==> src/rtl/mw_reader_pkg.sv <==
package mw_reader_pkg;
  localparam int OPC_BITS = 3;
  localparam logic [OPC_BITS-1:0] RD_OPCODE = 3'b110;

  typedef enum logic [2:0] {
    PH_IDLE,
    PH_LEAD,
    PH_HIGH,
    PH_LOW,
    PH_GAP
  } phase_t;

  typedef enum logic [1:0] {
    SEC_CMD,
    SEC_ADDR,
    SEC_DATA
  } sect_t;
endpackage

==> src/rtl/mw_sk_timer.sv <==
module mw_sk_timer #(
  parameter int CW = 3
) (
  input  logic          clk,
  input  logic          rst,
  input  logic          load_i,
  input  logic [CW-1:0] len_i,
  output logic          last_o
);
  logic [CW-1:0] cnt_q;

  always_ff @(posedge clk) begin
    if (rst) begin
      cnt_q <= '0;
    end else if (load_i) begin
      cnt_q <= len_i - CW'(1);
    end else if (cnt_q != '0) begin
      cnt_q <= cnt_q - CW'(1);
    end
  end

  assign last_o = (cnt_q == '0);


  timer_reload_chk: assert property (@(posedge clk) disable iff (rst)
    (load_i && len_i > CW'(1)) |=> !last_o);
endmodule

==> src/rtl/mw_addr_align.sv <==
module mw_addr_align
  import mw_reader_pkg::*;
#(
  parameter int AW_MIN = 6,
  parameter int AW_MAX = 8,
  parameter int WW     = 4,
  localparam int TXW   = OPC_BITS + AW_MAX
) (
  input  logic [AW_MAX-1:0] addr_i,
  input  logic [WW-1:0]     width_i,
  input  logic              probe_i,
  output logic [WW-1:0]     eff_w_o,
  output logic [TXW-1:0]    tx_o
);
  logic [WW-1:0]     shamt;
  logic [AW_MAX-1:0] aligned;

  always_comb begin
    if (width_i < WW'(AW_MIN)) begin
      eff_w_o = WW'(AW_MIN);
    end else if (width_i > WW'(AW_MAX)) begin
      eff_w_o = WW'(AW_MAX);
    end else begin
      eff_w_o = width_i;
    end
    shamt   = WW'(AW_MAX) - eff_w_o;
    aligned = addr_i << shamt;
    tx_o    = {RD_OPCODE, (probe_i ? '0 : aligned)};
  end


  always_comb begin
    clamp_range_chk: assert (eff_w_o >= WW'(AW_MIN) && eff_w_o <= WW'(AW_MAX));
  end
endmodule

==> src/rtl/mw_rx_shift.sv <==
module mw_rx_shift #(
  parameter int DW = 16
) (
  input  logic          clk,
  input  logic          rst,
  input  logic          shift_i,
  input  logic          bit_i,
  output logic [DW-1:0] word_o
);
  logic [DW-1:0] sr_q;

  always_ff @(posedge clk) begin
    if (rst) begin
      sr_q <= '0;
    end else if (shift_i) begin
      sr_q <= {sr_q[DW-2:0], bit_i};
    end
  end

  assign word_o = sr_q;
endmodule

==> src/rtl/mw_seq.sv <==
module mw_seq
  import mw_reader_pkg::*;
#(
  parameter int DW     = 16,
  parameter int AW_MIN = 6,
  parameter int AW_MAX = 8,
  parameter int SK_HI  = 4,
  parameter int SK_LO  = 4,
  parameter int WW     = 4,
  parameter int CW     = 3,
  localparam int TXW   = OPC_BITS + AW_MAX,
  localparam int CNTW  = $clog2(((DW > AW_MAX) ? DW : AW_MAX) + 1)
) (
  input  logic          clk,
  input  logic          rst,
  input  logic          start_i,
  input  logic          probe_i,
  input  logic [WW-1:0] eff_w_i,
  input  logic [TXW-1:0] tx_i,
  input  logic          do_i,
  input  logic          tmr_last_i,
  input  logic [DW-1:0] rx_word_i,
  output logic          tmr_load_o,
  output logic [CW-1:0] tmr_len_o,
  output logic          rx_shift_o,
  output logic          busy_o,
  output logic          done_o,
  output logic          err_o,
  output logic [DW-1:0] data_o,
  output logic [WW-1:0] width_o,
  output logic          cs_o,
  output logic          sk_o,
  output logic          di_o
);
  phase_t         phase_q;
  sect_t          sect_q;
  logic [CNTW-1:0] bcnt_q;
  logic [TXW-1:0] tx_q;
  logic           probe_q;
  logic [WW-1:0]  w_q;
  logic           cs_q, sk_q, di_q, busy_q, done_q, err_q;
  logic [DW-1:0]  data_q;
  logic [WW-1:0]  width_q;

  logic [CNTW-1:0] addr_n;
  logic           probe_bad, addr_last, data_last, end_now, accept;

  always_comb begin
    addr_n    = bcnt_q + CNTW'(1);
    probe_bad = probe_q && (do_i ? (addr_n == CNTW'(AW_MAX))
                                 : (addr_n < CNTW'(AW_MIN)));
    addr_last = probe_q ? !do_i : (addr_n == CNTW'(w_q));
    data_last = (bcnt_q == CNTW'(DW-1));
    end_now   = (phase_q == PH_LOW) && tmr_last_i &&
                (((sect_q == SEC_ADDR) && probe_bad) ||
                 ((sect_q == SEC_DATA) && data_last));
    accept    = (phase_q == PH_IDLE) && start_i;
    tmr_load_o = accept ||
                 (tmr_last_i && ((phase_q == PH_LEAD) || (phase_q == PH_HIGH) ||
                                 (phase_q == PH_LOW)));
    tmr_len_o  = ((phase_q == PH_IDLE) || (phase_q == PH_HIGH) || end_now)
                 ? CW'(SK_LO) : CW'(SK_HI);
    rx_shift_o = (phase_q == PH_HIGH) && tmr_last_i && (sect_q == SEC_DATA);
  end

  always_ff @(posedge clk) begin
    if (rst) begin
      phase_q <= PH_IDLE;
      sect_q  <= SEC_CMD;
      bcnt_q  <= '0;
      tx_q    <= '0;
      probe_q <= 1'b0;
      w_q     <= WW'(AW_MAX);
      cs_q    <= 1'b0;
      sk_q    <= 1'b0;
      di_q    <= 1'b0;
      busy_q  <= 1'b0;
      done_q  <= 1'b0;
      err_q   <= 1'b0;
      data_q  <= '0;
      width_q <= WW'(AW_MAX);
    end else begin
      done_q <= 1'b0;
      unique case (phase_q)
        PH_IDLE: begin
          if (start_i) begin
            busy_q  <= 1'b1;
            cs_q    <= 1'b1;
            sk_q    <= 1'b0;
            tx_q    <= tx_i;
            di_q    <= tx_i[TXW-1];
            probe_q <= probe_i;
            w_q     <= eff_w_i;
            err_q   <= 1'b0;
            sect_q  <= SEC_CMD;
            bcnt_q  <= '0;
            phase_q <= PH_LEAD;
          end
        end
        PH_LEAD: begin
          if (tmr_last_i) begin
            sk_q    <= 1'b1;
            phase_q <= PH_HIGH;
          end
        end
        PH_HIGH: begin
          if (tmr_last_i) begin
            sk_q    <= 1'b0;
            tx_q    <= {tx_q[TXW-2:0], 1'b0};
            di_q    <= tx_q[TXW-2];
            phase_q <= PH_LOW;
          end
        end
        PH_LOW: begin
          if (tmr_last_i) begin
            if (end_now) begin
              cs_q    <= 1'b0;
              di_q    <= 1'b0;
              done_q  <= 1'b1;
              phase_q <= PH_GAP;
              if (sect_q == SEC_ADDR) begin
                err_q <= 1'b1;
              end else if (!probe_q) begin
                data_q <= rx_word_i;
              end
            end else begin
              sk_q    <= 1'b1;
              phase_q <= PH_HIGH;
              unique case (sect_q)
                SEC_CMD: begin
                  if (bcnt_q == CNTW'(OPC_BITS-1)) begin
                    sect_q <= SEC_ADDR;
                    bcnt_q <= '0;
                  end else begin
                    bcnt_q <= addr_n;
                  end
                end
                SEC_ADDR: begin
                  if (addr_last) begin
                    if (probe_q) begin
                      width_q <= WW'(addr_n);
                    end
                    sect_q <= SEC_DATA;
                    bcnt_q <= '0;
                  end else begin
                    bcnt_q <= addr_n;
                  end
                end
                default: begin
                  bcnt_q <= addr_n;
                end
              endcase
            end
          end
        end
        PH_GAP: begin
          if (tmr_last_i) begin
            busy_q  <= 1'b0;
            phase_q <= PH_IDLE;
          end
        end
        default: phase_q <= PH_IDLE;
      endcase
    end
  end

  assign busy_o  = busy_q;
  assign done_o  = done_q;
  assign err_o   = err_q;
  assign data_o  = data_q;
  assign width_o = width_q;
  assign cs_o    = cs_q;
  assign sk_o    = sk_q;
  assign di_o    = di_q;


  idle_lines_low_chk: assert property (@(posedge clk) disable iff (rst)
    !cs_q |-> (!sk_q && !di_q));


  sk_edge_on_timer_chk: assert property (@(posedge clk) disable iff (rst)
    (sk_q != $past(sk_q)) |-> $past(tmr_last_i));


  di_stable_high_chk: assert property (@(posedge clk) disable iff (rst)
    (sk_q && $past(sk_q)) |-> $stable(di_q));


  done_at_cs_fall_chk: assert property (@(posedge clk) disable iff (rst)
    done_q |-> (!cs_q && $past(cs_q)));


  done_single_chk: assert property (@(posedge clk) disable iff (rst)
    done_q |=> !done_q);


  err_with_done_chk: assert property (@(posedge clk) disable iff (rst)
    $rose(err_q) |-> done_q);


  width_range_chk: assert property (@(posedge clk) disable iff (rst)
    (width_q >= WW'(AW_MIN)) && (width_q <= WW'(AW_MAX)));


  busy_hold_chk: assert property (@(posedge clk) disable iff (rst)
    (busy_q && !done_q && phase_q != PH_GAP) |=> busy_q);
endmodule

==> src/rtl/mw_word_reader.sv <==
module mw_word_reader
  import mw_reader_pkg::*;
#(
  parameter int DW     = 16,
  parameter int AW_MIN = 6,
  parameter int AW_MAX = 8,
  parameter int SK_HI  = 4,
  parameter int SK_LO  = 4,
  localparam int WW    = $clog2(AW_MAX + 1)
) (
  input  logic              clk,
  input  logic              rst,
  input  logic              start_i,
  input  logic              probe_i,
  input  logic [AW_MAX-1:0] addr_i,
  input  logic [WW-1:0]     width_i,
  output logic              busy_o,
  output logic              done_o,
  output logic              err_o,
  output logic [DW-1:0]     data_o,
  output logic [WW-1:0]     width_o,
  output logic              cs_o,
  output logic              sk_o,
  output logic              di_o,
  input  logic              do_i
);
  localparam int CW  = $clog2(((SK_HI > SK_LO) ? SK_HI : SK_LO) + 1);
  localparam int TXW = OPC_BITS + AW_MAX;

  logic [WW-1:0]  eff_w;
  logic [TXW-1:0] tx_bits;
  logic           tmr_load, tmr_last, rx_shift;
  logic [CW-1:0]  tmr_len;
  logic [DW-1:0]  rx_word;

  mw_addr_align #(.AW_MIN(AW_MIN), .AW_MAX(AW_MAX), .WW(WW)) align_i (
    .addr_i(addr_i), .width_i(width_i), .probe_i(probe_i),
    .eff_w_o(eff_w), .tx_o(tx_bits)
  );

  mw_sk_timer #(.CW(CW)) timer_i (
    .clk(clk), .rst(rst), .load_i(tmr_load), .len_i(tmr_len), .last_o(tmr_last)
  );

  mw_rx_shift #(.DW(DW)) rx_i (
    .clk(clk), .rst(rst), .shift_i(rx_shift), .bit_i(do_i), .word_o(rx_word)
  );

  mw_seq #(
    .DW(DW), .AW_MIN(AW_MIN), .AW_MAX(AW_MAX), .SK_HI(SK_HI), .SK_LO(SK_LO),
    .WW(WW), .CW(CW)
  ) seq_i (
    .clk(clk), .rst(rst), .start_i(start_i), .probe_i(probe_i),
    .eff_w_i(eff_w), .tx_i(tx_bits), .do_i(do_i), .tmr_last_i(tmr_last),
    .rx_word_i(rx_word), .tmr_load_o(tmr_load), .tmr_len_o(tmr_len),
    .rx_shift_o(rx_shift), .busy_o(busy_o), .done_o(done_o), .err_o(err_o),
    .data_o(data_o), .width_o(width_o), .cs_o(cs_o), .sk_o(sk_o), .di_o(di_o)
  );
endmodule

==> config.mk <==
export PLATFORM = sky130hd
export DESIGN_NAME = mw_word_reader
export DESIGN_NICKNAME = d
export VERILOG_FILES = /design/src/rtl/mw_reader_pkg.sv /design/src/rtl/mw_sk_timer.sv /design/src/rtl/mw_addr_align.sv /design/src/rtl/mw_rx_shift.sv /design/src/rtl/mw_seq.sv /design/src/rtl/mw_word_reader.sv
export SDC_FILE = /design/constraint.sdc
export NUM_CORES = 1
export LEC_CHECK = 0
export ABC_AREA = 0
export ABC_CLOCK_PERIOD_IN_PS = 6600
export BUFFER_PORTS_ARGS = -buffer_cell sky130_fd_sc_hd__buf_2
export CAP_MARGIN = 15
export CORE_UTILIZATION = 35
export CTS_CLUSTER_DIAMETER = 120
export DETAILED_ROUTE_END_ITERATION = 10
export GPL_ROUTABILITY_DRIVEN = 0
export PLACE_DENSITY = 0.63
export SLEW_MARGIN = 10
export SYNTH_ARGS = -nofsm -noshare
export SYNTH_HDL_FRONTEND = slang
export SYNTH_SLANG_ARGS = --single-unit
==> constraint.sdc <==
create_clock -name clk -period 6.6 [get_ports clk]
set_input_delay 1.32 -clock clk [delete_from_list [all_inputs] [get_ports clk]]
set_output_delay 1.32 -clock clk [all_outputs]
set_load 0.01 [all_outputs]
# Yosys cells after proc, flatten, opt, wreduce, memory -nomap -nowiden
# Cells that the tools add are included.
word_totals:
  register_bits: 70
  input_bits: 17
  word_cells: 137
classes:
  addsub: 3
  order_cmp: 3
  n_eq_ne: 21
  n_shift: 1
  mux: 49
  bitwise_logic: 5
  n_reduce_logical: 38
op_table:
  columns: ["cell", "n"]
  rows:
  - ["2-to-1 mux 5 bit", 5]
  - ["2-to-1 mux 10 bit", 2]
  - ["case mux 10 bit (2 select lines)", 1]
  - ["case mux 5 bit (2 select lines)", 2]
  - ["AND reduction 5 bit", 4]
  - ["2-to-1 mux 3 bit", 6]
  - ["2-to-1 mux 1 bit", 15]
  - ["case mux 3 bit (5 select lines)", 1]
  - ["2-to-1 mux 2 bit", 7]
  - ["AND reduction 6 bit", 2]
  - ["equality test 5 x 4 -> 1 bit, second input constant", 2]
  - ["!= test 2 x 1 -> 1 bit, second input constant", 5]
  - ["logical AND 1 bit", 9]
  - ["2-to-1 mux 4 bit", 2]
  - ["2-to-1 mux 8 bit", 1]
  - ["case mux 2 bit (2 select lines)", 2]
  - ["AND reduction 4 bit", 2]
  - ["nonzero test 2 bit", 4]
  - ["<< shifter 8 x 4 -> 8 bit", 1]
  - ["AND reduction 7 bit", 1]
  - ["equality test 3 x 2 -> 1 bit, second input constant", 2]
  - ["zero test 3 bit", 2]
  - ["!= test 2 bit, second input constant", 3]
  - ["!= test 3 bit, second input constant", 2]
  - ["other kinds (26)", 37]

# Logic depth before layout (Yosys ltp)
# Gate-level depths: netlist of run 1.
depth:
  ltp_word: 10
  ltp_mapped: 11

# Hierarchy
# A second synthesis of run 1 with hierarchy kept.
hier_totals:
  cells_unflattened: 391
  hier_area_um2: 3679.8
modules_own_cells:
  columns: ["mod", "instances", "cells_each", "area_per_inst_um2", "seq_area_each_um2"]
  rows:
  - ["mw_seq", 1, 278, 2506.2, 1021.0]
  - ["mw_rx_shift", 1, 52, 580.6, 320.3]
  - ["mw_addr_align", 1, 46, 429.2, 0.0]
  - ["mw_sk_timer", 1, 15, 163.9, 60.1]

# Worst setup path after synthesis of run 1
# Ideal clock, no wire load.
synth_path:
  kind: "input port to flip-flop"
  startpoint: "input port width_i[3]"
  endpoint: "register seq_i.tx_q[7]"
  arrival_time_ps: 3417
  path_slack_ps: 3051
  path_stages: 9
  n_path_buf: 2
  path_cell_list: "nand4b_1 -> clkbuf_1 -> ha_1 -> buf_1 -> mux4_2 -> nand2_1 -> nand2_1 -> a221oi_1 -> nor3_1"
synth_between:
  elab_chain_len: 8
synth_rtl:
  columns: ["element", "line_no", "rtl"]
  rows:
  - ["start, declared", "mw_word_reader.sv:16", "input logic [WW-1:0] width_i,"]
  - ["> comparator 4 bit", "mw_addr_align.sv:21", "end else if (width_i > WW'(AW_MAX)) begin"]
  - ["2-to-1 mux 4 bit", "mw_addr_align.sv:21", null]
  - ["2-to-1 mux 4 bit *", "mw_addr_align.sv:19", "if (width_i < WW'(AW_MIN)) begin"]
  - ["subtractor 4 bit *", "mw_addr_align.sv:26", "shamt = WW'(AW_MAX) - eff_w_o;"]
  - ["<< shifter 8 x 4 -> 8 bit *", "mw_addr_align.sv:27", "aligned = addr_i << shamt;"]
  - ["2-to-1 mux 8 bit *", "mw_addr_align.sv:28", "tx_o = {RD_OPCODE, (probe_i ? '0 : aligned)};"]
  - ["2-to-1 mux 10 bit *", "mw_seq.sv:86", "if (start_i) begin"]
  - ["case mux 10 bit (2 select lines) *", "mw_seq.sv:84", "unique case (phase_q)"]
  - ["end signal, assigned", "mw_seq.sv:90", "tx_q <= tx_i;"]
  - ["end signal, assigned", "mw_seq.sv:109", "tx_q <= {tx_q[TXW-2:0], 1'b0};"]
  - ["end, declared", "mw_seq.sv:38", "logic [TXW-1:0] tx_q;"]
# Every way passes the cells marked *; elsewhere a longest branch is shown, timed or not. The select of a mux whose other input is x is not followed.
# A chain may end at the register's enable or synchronous reset.

# Worst setup path in the final report of run 1
layout_path:
  startpoint: "input port width_i[3]"
  endpoint: "register seq_i.tx_q[5]"
# The elaborated chain is that of the path after synthesis.

==> results of run 1 <==
==> registers in the layout (all words and copies together), names as in the netlist <==
signal	cells
rx_i.word_o	16
seq_i.bcnt_q	5
seq_i.busy_o	1
seq_i.cs_o	1
seq_i.data_o	16
seq_i.di_o	1
seq_i.done_o	1
seq_i.err_o	1
seq_i.phase_q	3
seq_i.probe_q	1
seq_i.sect_q	2
seq_i.sk_o	1
seq_i.tx_q	10
seq_i.w_q	4
seq_i.width_o	4
timer_i.cnt_q	3
==> through the flow <==
| stage | area (µm²) | total power, W | std cells | hold WS (ns) |
|---|---|---|---|---|
| final | 3870 | 0.00122 | 551 | 0.453 |
| after floorplan | 3350 | 0.000765 | 387 | 0.432 |
| after detailed placement | 3620 | 0.000825 | 534 | 0.445 |
| after global routing | 3870 | 0.00130 | 551 | 0.474 |
| after global placement | 3620 | 0.000821 | 534 | 0.442 |
| after CTS | 3850 | 0.00122 | 550 | 0.456 |
==> path summary, 6_finish.rpt <==
check                     endpoint  cells after the start
setup / recovery     seq_i.tx_q[5]                      8
setup reg to reg  seq_i.width_o[0]                      9
hold / removal     seq_i.data_o[1]                      2
hold reg to reg    seq_i.data_o[1]                      2
==> cells by family after synthesis <==
logic type,Yosys count
fa+ha+maj,7
simple gates,160
mux,28
buf+inv,36
xor+xnor,10
compound gates,76
flops,70
==> power breakdown <==
| part | leakage [nW] | internal (W) | switching (W) |
|---|---|---|---|
| Sequential | 0.568 | 0.000475 | 0.0000395 |
| Combinational | 0.930 | 0.000123 | 0.000183 |
| Clock | 0.113 | 0.000226 | 0.000170 |
| Total | 1.61 | 0.000823 | 0.000393 |
==> worst max-delay path, stage by stage <==
cell and delay, ns:
buf_2 0.13, nand4b_1 0.60, ha_1 0.50, xor2_1 0.37
mux4_2 0.54, nor2b_1 0.13, o21ai_0 0.17, a311oi_1 0.10
==> layout by cell type (no fill, tap or decap), types with 7 or more instances in the layout <==
cell type,count
inv_1,10
a21oi_1,42
nor2_1,43
mux2i_1,21
ha_1,7
nor3_1,16
dfxtp_1,70
nand2_1,56
buf_2,42
clkbuf_8,10
==> final cells by class <==
cell class              count  area [µm²]
clock buffers              10         138
clock inverters             6        93.8
fillers                   944        5370
inverters                  10        37.5
multi-input cells         281        1800
flip-flops and latches     70        1400
well taps                 129         161
repair buffers             45         240
==> routing by layer <==
metal | GRT usage (%) | routed length, µm | share of wire [%] | up-vias
met1 | 21.6 | 3570 | 50 | 1335
li1 | - | - | - | 1421
met5 | 0 | 0 | 0 | -
met4 | 4.98 | 102 | 1.4 | 0
met3 | 3.34 | 270 | 3.8 | 10
met2 | 23.7 | 3200 | 45 | 59
==> results.ini, run 1 <==
[die]
die_width_um = 99.8
io_pins = 43
dieArea_um2 = 9960
start_util_pct = 36.2
core_area_um2 = 9240
rows = 35
die_h_um = 99.8

[timing]
skew_ns = 0.00779
fmax_mhz = 271
grt_setup_unrepaired = false
setup-violations-final = 0
final.period_utilization_pct = 56.0
min_period_ns = 3.69
final_hold_viol_count = 0
tightest_slew_ns = 0.978
worst_slack_ns = 2.91
setup_tns_ns = 0
maxSlewHeadroom_pct = 34.6
slew_violations = 0

[yosys]
synth-simple-area-share_pct = 22.7
synthesis.area_um2 = 3350
synth-xor-area-share_pct = 3.18
synth_top_area_cell = dfxtp_1
synth_fa_ha_area_share_pct = 2.62
synth_top_area_share_pct = 41.9
muxShareOfSynthArea_pct = 9.98
syn_nets = 411
async_flop_share_pct = 0
synth_commonest_cells = 70 x dfxtp_1, 56 x nand2_1, 43 x nor2_1, 42 x a21oi_1, 21 x mux2i_1
syn-mean-instance-area_um2 = 8.65
synth.most_common_cell = dfxtp_1
yosysSeqAreaShare_pct = 41.9
yosysWarningCount = 0
synth_seq_cells = 70
ys.flop_type = dfxtp_1
syn_inst = 387
synth_top_family_by_area = simple AND/OR/NAND/NOR gates
synthTopCellsByArea = dfxtp_1 42%, a21oi_1 6.3%, mux2i_1 6.3%
ys_types = 54
synth_compound_area_share_pct = 15.1
synth_edf_count = 0

[clocking]
cts_buffers = 9
clkSlewWorstSetupHoldPaths_ns = 0.07
clkSinkCount = 70
post_cts_buffers = 0
clk_latency_ns = 0.35
cts_resized = 0
cts_root_buf = clkbuf_8
hold_buffers = 0
cts_tree = done
cts_max_level = 3
clock_path_buffers = 2

[worst_setup_path]
worstPathMaxFanout = 13
worst-setup-path-type = input port to flop
start_kind = input port
r2r_start = seq_i.bcnt_q[0]
ff2ff_setup_slack_ns = 3.53
startpoint = width_i[3]
critPathRequiredTime_ns = 6.79
cp_data_arrival_time_ns = 3.88
end_kind = flop

[status]
status = finished clean

[drt]
drtIter0Drc = 152
route.detailed.drc = 0
routedWlPerCell_um = 13.0
vias_per_cell = 5.13
wirelength_mm = 7.14
drtAntennaViolNets = 0
vias = 2825
drtPass1Iterations = 4

[layout]
fin_util_pct = 41.9
insertedDiodeCount = 0
drive_above_1_share_pct = 18.5
finalNetCount = 441
area.growth.synth_to_final_pct = 15.6

[grt]
grt_pass1_wl_mm = 12.5
antenna_found_initial = 0
grt-ovfl-total = 0
grt_pass1_vias = 2587
grt_usage_pct = 15.5
grt_max_degree = 72

[power]
pwr_density_cell_nw_per_um2 = 314
peakVddDrop_uv = 154
p_leak_nw = 1.61

[min_path]
hp-class = flop to flop
hp-start = seq_i.data_o[1]

[place]
hpwl_mm = 4.84
pre_cts_ws_ns = 2.53
port_buffers = 42

[flow_run]
drv_cap = 0

(Power assumes the default switching activity.)
==> run 2, diff against run 1 <==
- ABC_CLOCK_PERIOD_IN_PS: 6600 -> 3700
- clock period: 6.6 -> 3.7 ns (I/O delays scaled with it)
==> run 2 against run 1 <==
  * Clock skew decreased by 0.0011 ns
  * Cell count increased by 0.73%
  * Combinational power increased by 83%
  * Register-to-register slack got worse by 2.7 ns
  * Largest cell class unchanged
  * Largest power group unchanged
==> results.ini, run 2 (synthesis results as in run 1) <==
[die]
die_width_um = 99.8
die_h_um = 99.8
dieArea_um2 = 9960
start_util_pct = 36.2
rows = 35
io_pins = 43
core_area_um2 = 9240

[timing]
final_hold_viol_count = 0
grt_setup_unrepaired = false
setup-violations-final = 0
maxSlewHeadroom_pct = 45.7
timing.hold.ws_ns = 0.452
min_period_ns = 2.88
setup_tns_ns = 0
final.period_utilization_pct = 77.8
worst_slack_ns = 0.820
fmax_mhz = 347
slew_violations = 0
tightest_slew_ns = 0.812
skew_ns = 0.00670

[clocking]
post_cts_buffers = 0
clk_latency_ns = 0.34
cts_max_level = 3
cts_buffers = 9
hold_buffers = 0
clock_path_buffers = 2
cts_root_buf = clkbuf_8
clkSlewWorstSetupHoldPaths_ns = 0.08
clkSinkCount = 70
cts_tree = done
cts_resized = 0

[drt]
route.detailed.drc = 0
routedWlPerCell_um = 12.7
wirelength_mm = 7.07
drtAntennaViolNets = 0
vias_per_cell = 5.00
vias = 2773
drtPass1Iterations = 4
drtIter0Drc = 126

[worst_setup_path]
r2r_start = seq_i.bcnt_q[0]
cp_common_cell = ha_1
r2r-end = seq_i.width_o[2]
worstPathMaxFanout = 9
crit_cells = 10
reg2reg_depth = 10
startpoint = seq_i.bcnt_q[0]
setup.worst_path.end = seq_i.width_o[2]
start_kind = flop
ff2ff_setup_slack_ns = 0.82
cp_data_arrival_time_ns = 3.09
worst-setup-path-type = flop to flop
critPathRequiredTime_ns = 3.91
end_kind = flop
cpLargestDelayFamily = simple AND/OR/NAND/NOR gates
path_buf_inv = 2
cp_cell_sequence = ha_1, inv_1, nor3_1, ha_1, and3_1, o41ai_4, nor4bb_1, buf_4, mux2i_1, nor2_1
slowest_delay_ns = 0.63
crit_path_top_delay_cell = o41ai_4

[place]
port_buffers = 42
pre_cts_ws_ns = 0.839
place_area_um2 = 3650
hpwl_mm = 4.96

[grt]
grt_pass1_vias = 2607
grt_usage_pct = 15.2
grt-ovfl-total = 0
grt_pass1_wl_mm = 12.3
antenna_found_initial = 0
grt_max_degree = 48

[flow_run]
drv_cap = 0

[power]
pwr_density_cell_nw_per_um2 = 545
p_leak_nw = 1.62
peakVddDrop_uv = 240
p_total_w = 0.00210

[layout]
mostFrequentLayoutCells = 70 x dfxtp_1, 56 x nand2_1, 43 x nor2_1
area.growth.synth_to_final_pct = 15.1
insertedDiodeCount = 0
finalNetCount = 445
mostFrequentLayoutCell = dfxtp_1
drive_above_1_share_pct = 18.8
finish.instance_area_um2 = 3850

[status]
status = finished clean

[min_path]
hp-class = flop to flop

run 2: cell types whose count changed in the layout (fill, tap and decap cells not counted), sizes merged:
| cell | delta |
|---|---|
| bufinv | -1 |
| buf | +4 |
| clkinvlp | -1 |
| clkinv | +1 |
| clkbuf | +1 |
run 2: layout make-up:
cell class | count | area, µm²
Fill cell | 968 | 5390
Tap cell | 129 | 161
Clock inverter | 5 | 57.6
Sequential cell | 70 | 1400
Inverter | 10 | 37.5
Timing Repair Buffer | 49 | 263
Clock buffer | 11 | 141
Multi-Input combinational cell | 281 | 1790
run 2: routing by layer:
metal | global-route usage, % | vias to the layer above | routed length [µm]
li1 | - | 1437 | -
met1 | 20.1 | 1291 | 3560
met2 | 24.6 | 41 | 3230
met3 | 3.62 | 4 | 228
met4 | 4.75 | 0 | 55
met5 | 0 | - | 0
run 2: worst min path at each step:
stage,from,endpoint,slack (ns),cells past startpoint
finish,seq_i.data_o[3],seq_i.data_o[3],0.45,2
global route,seq_i.data_o[3],seq_i.data_o[3],0.47,2
CTS,seq_i.data_o[3],seq_i.data_o[3],0.46,2
detailed placement,seq_i.data_o[3],seq_i.data_o[3],0.44,2
global placement,seq_i.tx_q[0],seq_i.tx_q[0],0.44,2
floorplan,rx_i.word_o[15],seq_i.data_o[15],0.43,2
run 2: per-stage QoR:
stage / util (%) / std cells
after CTS: 41.7 / 555
after global placement: 39.6 / 539
final: 41.7 / 555
after global routing: 41.7 / 555
after floorplan: - / 387
after detailed placement: 39.6 / 539
run 2: worst min-delay path, stage by stage, from the launching register on:
cell and delay, ns:
dfxtp_1 0.31, nand2_1 0.05, a21oi_1 0.05
run 2: report_power, final:
part | switching [W] | internal, W
Combinational | 0.000328 | 0.000233
Sequential | 0.0000706 | 0.000847
Clock | 0.000292 | 0.000331
Total | 0.000690 | 0.00141
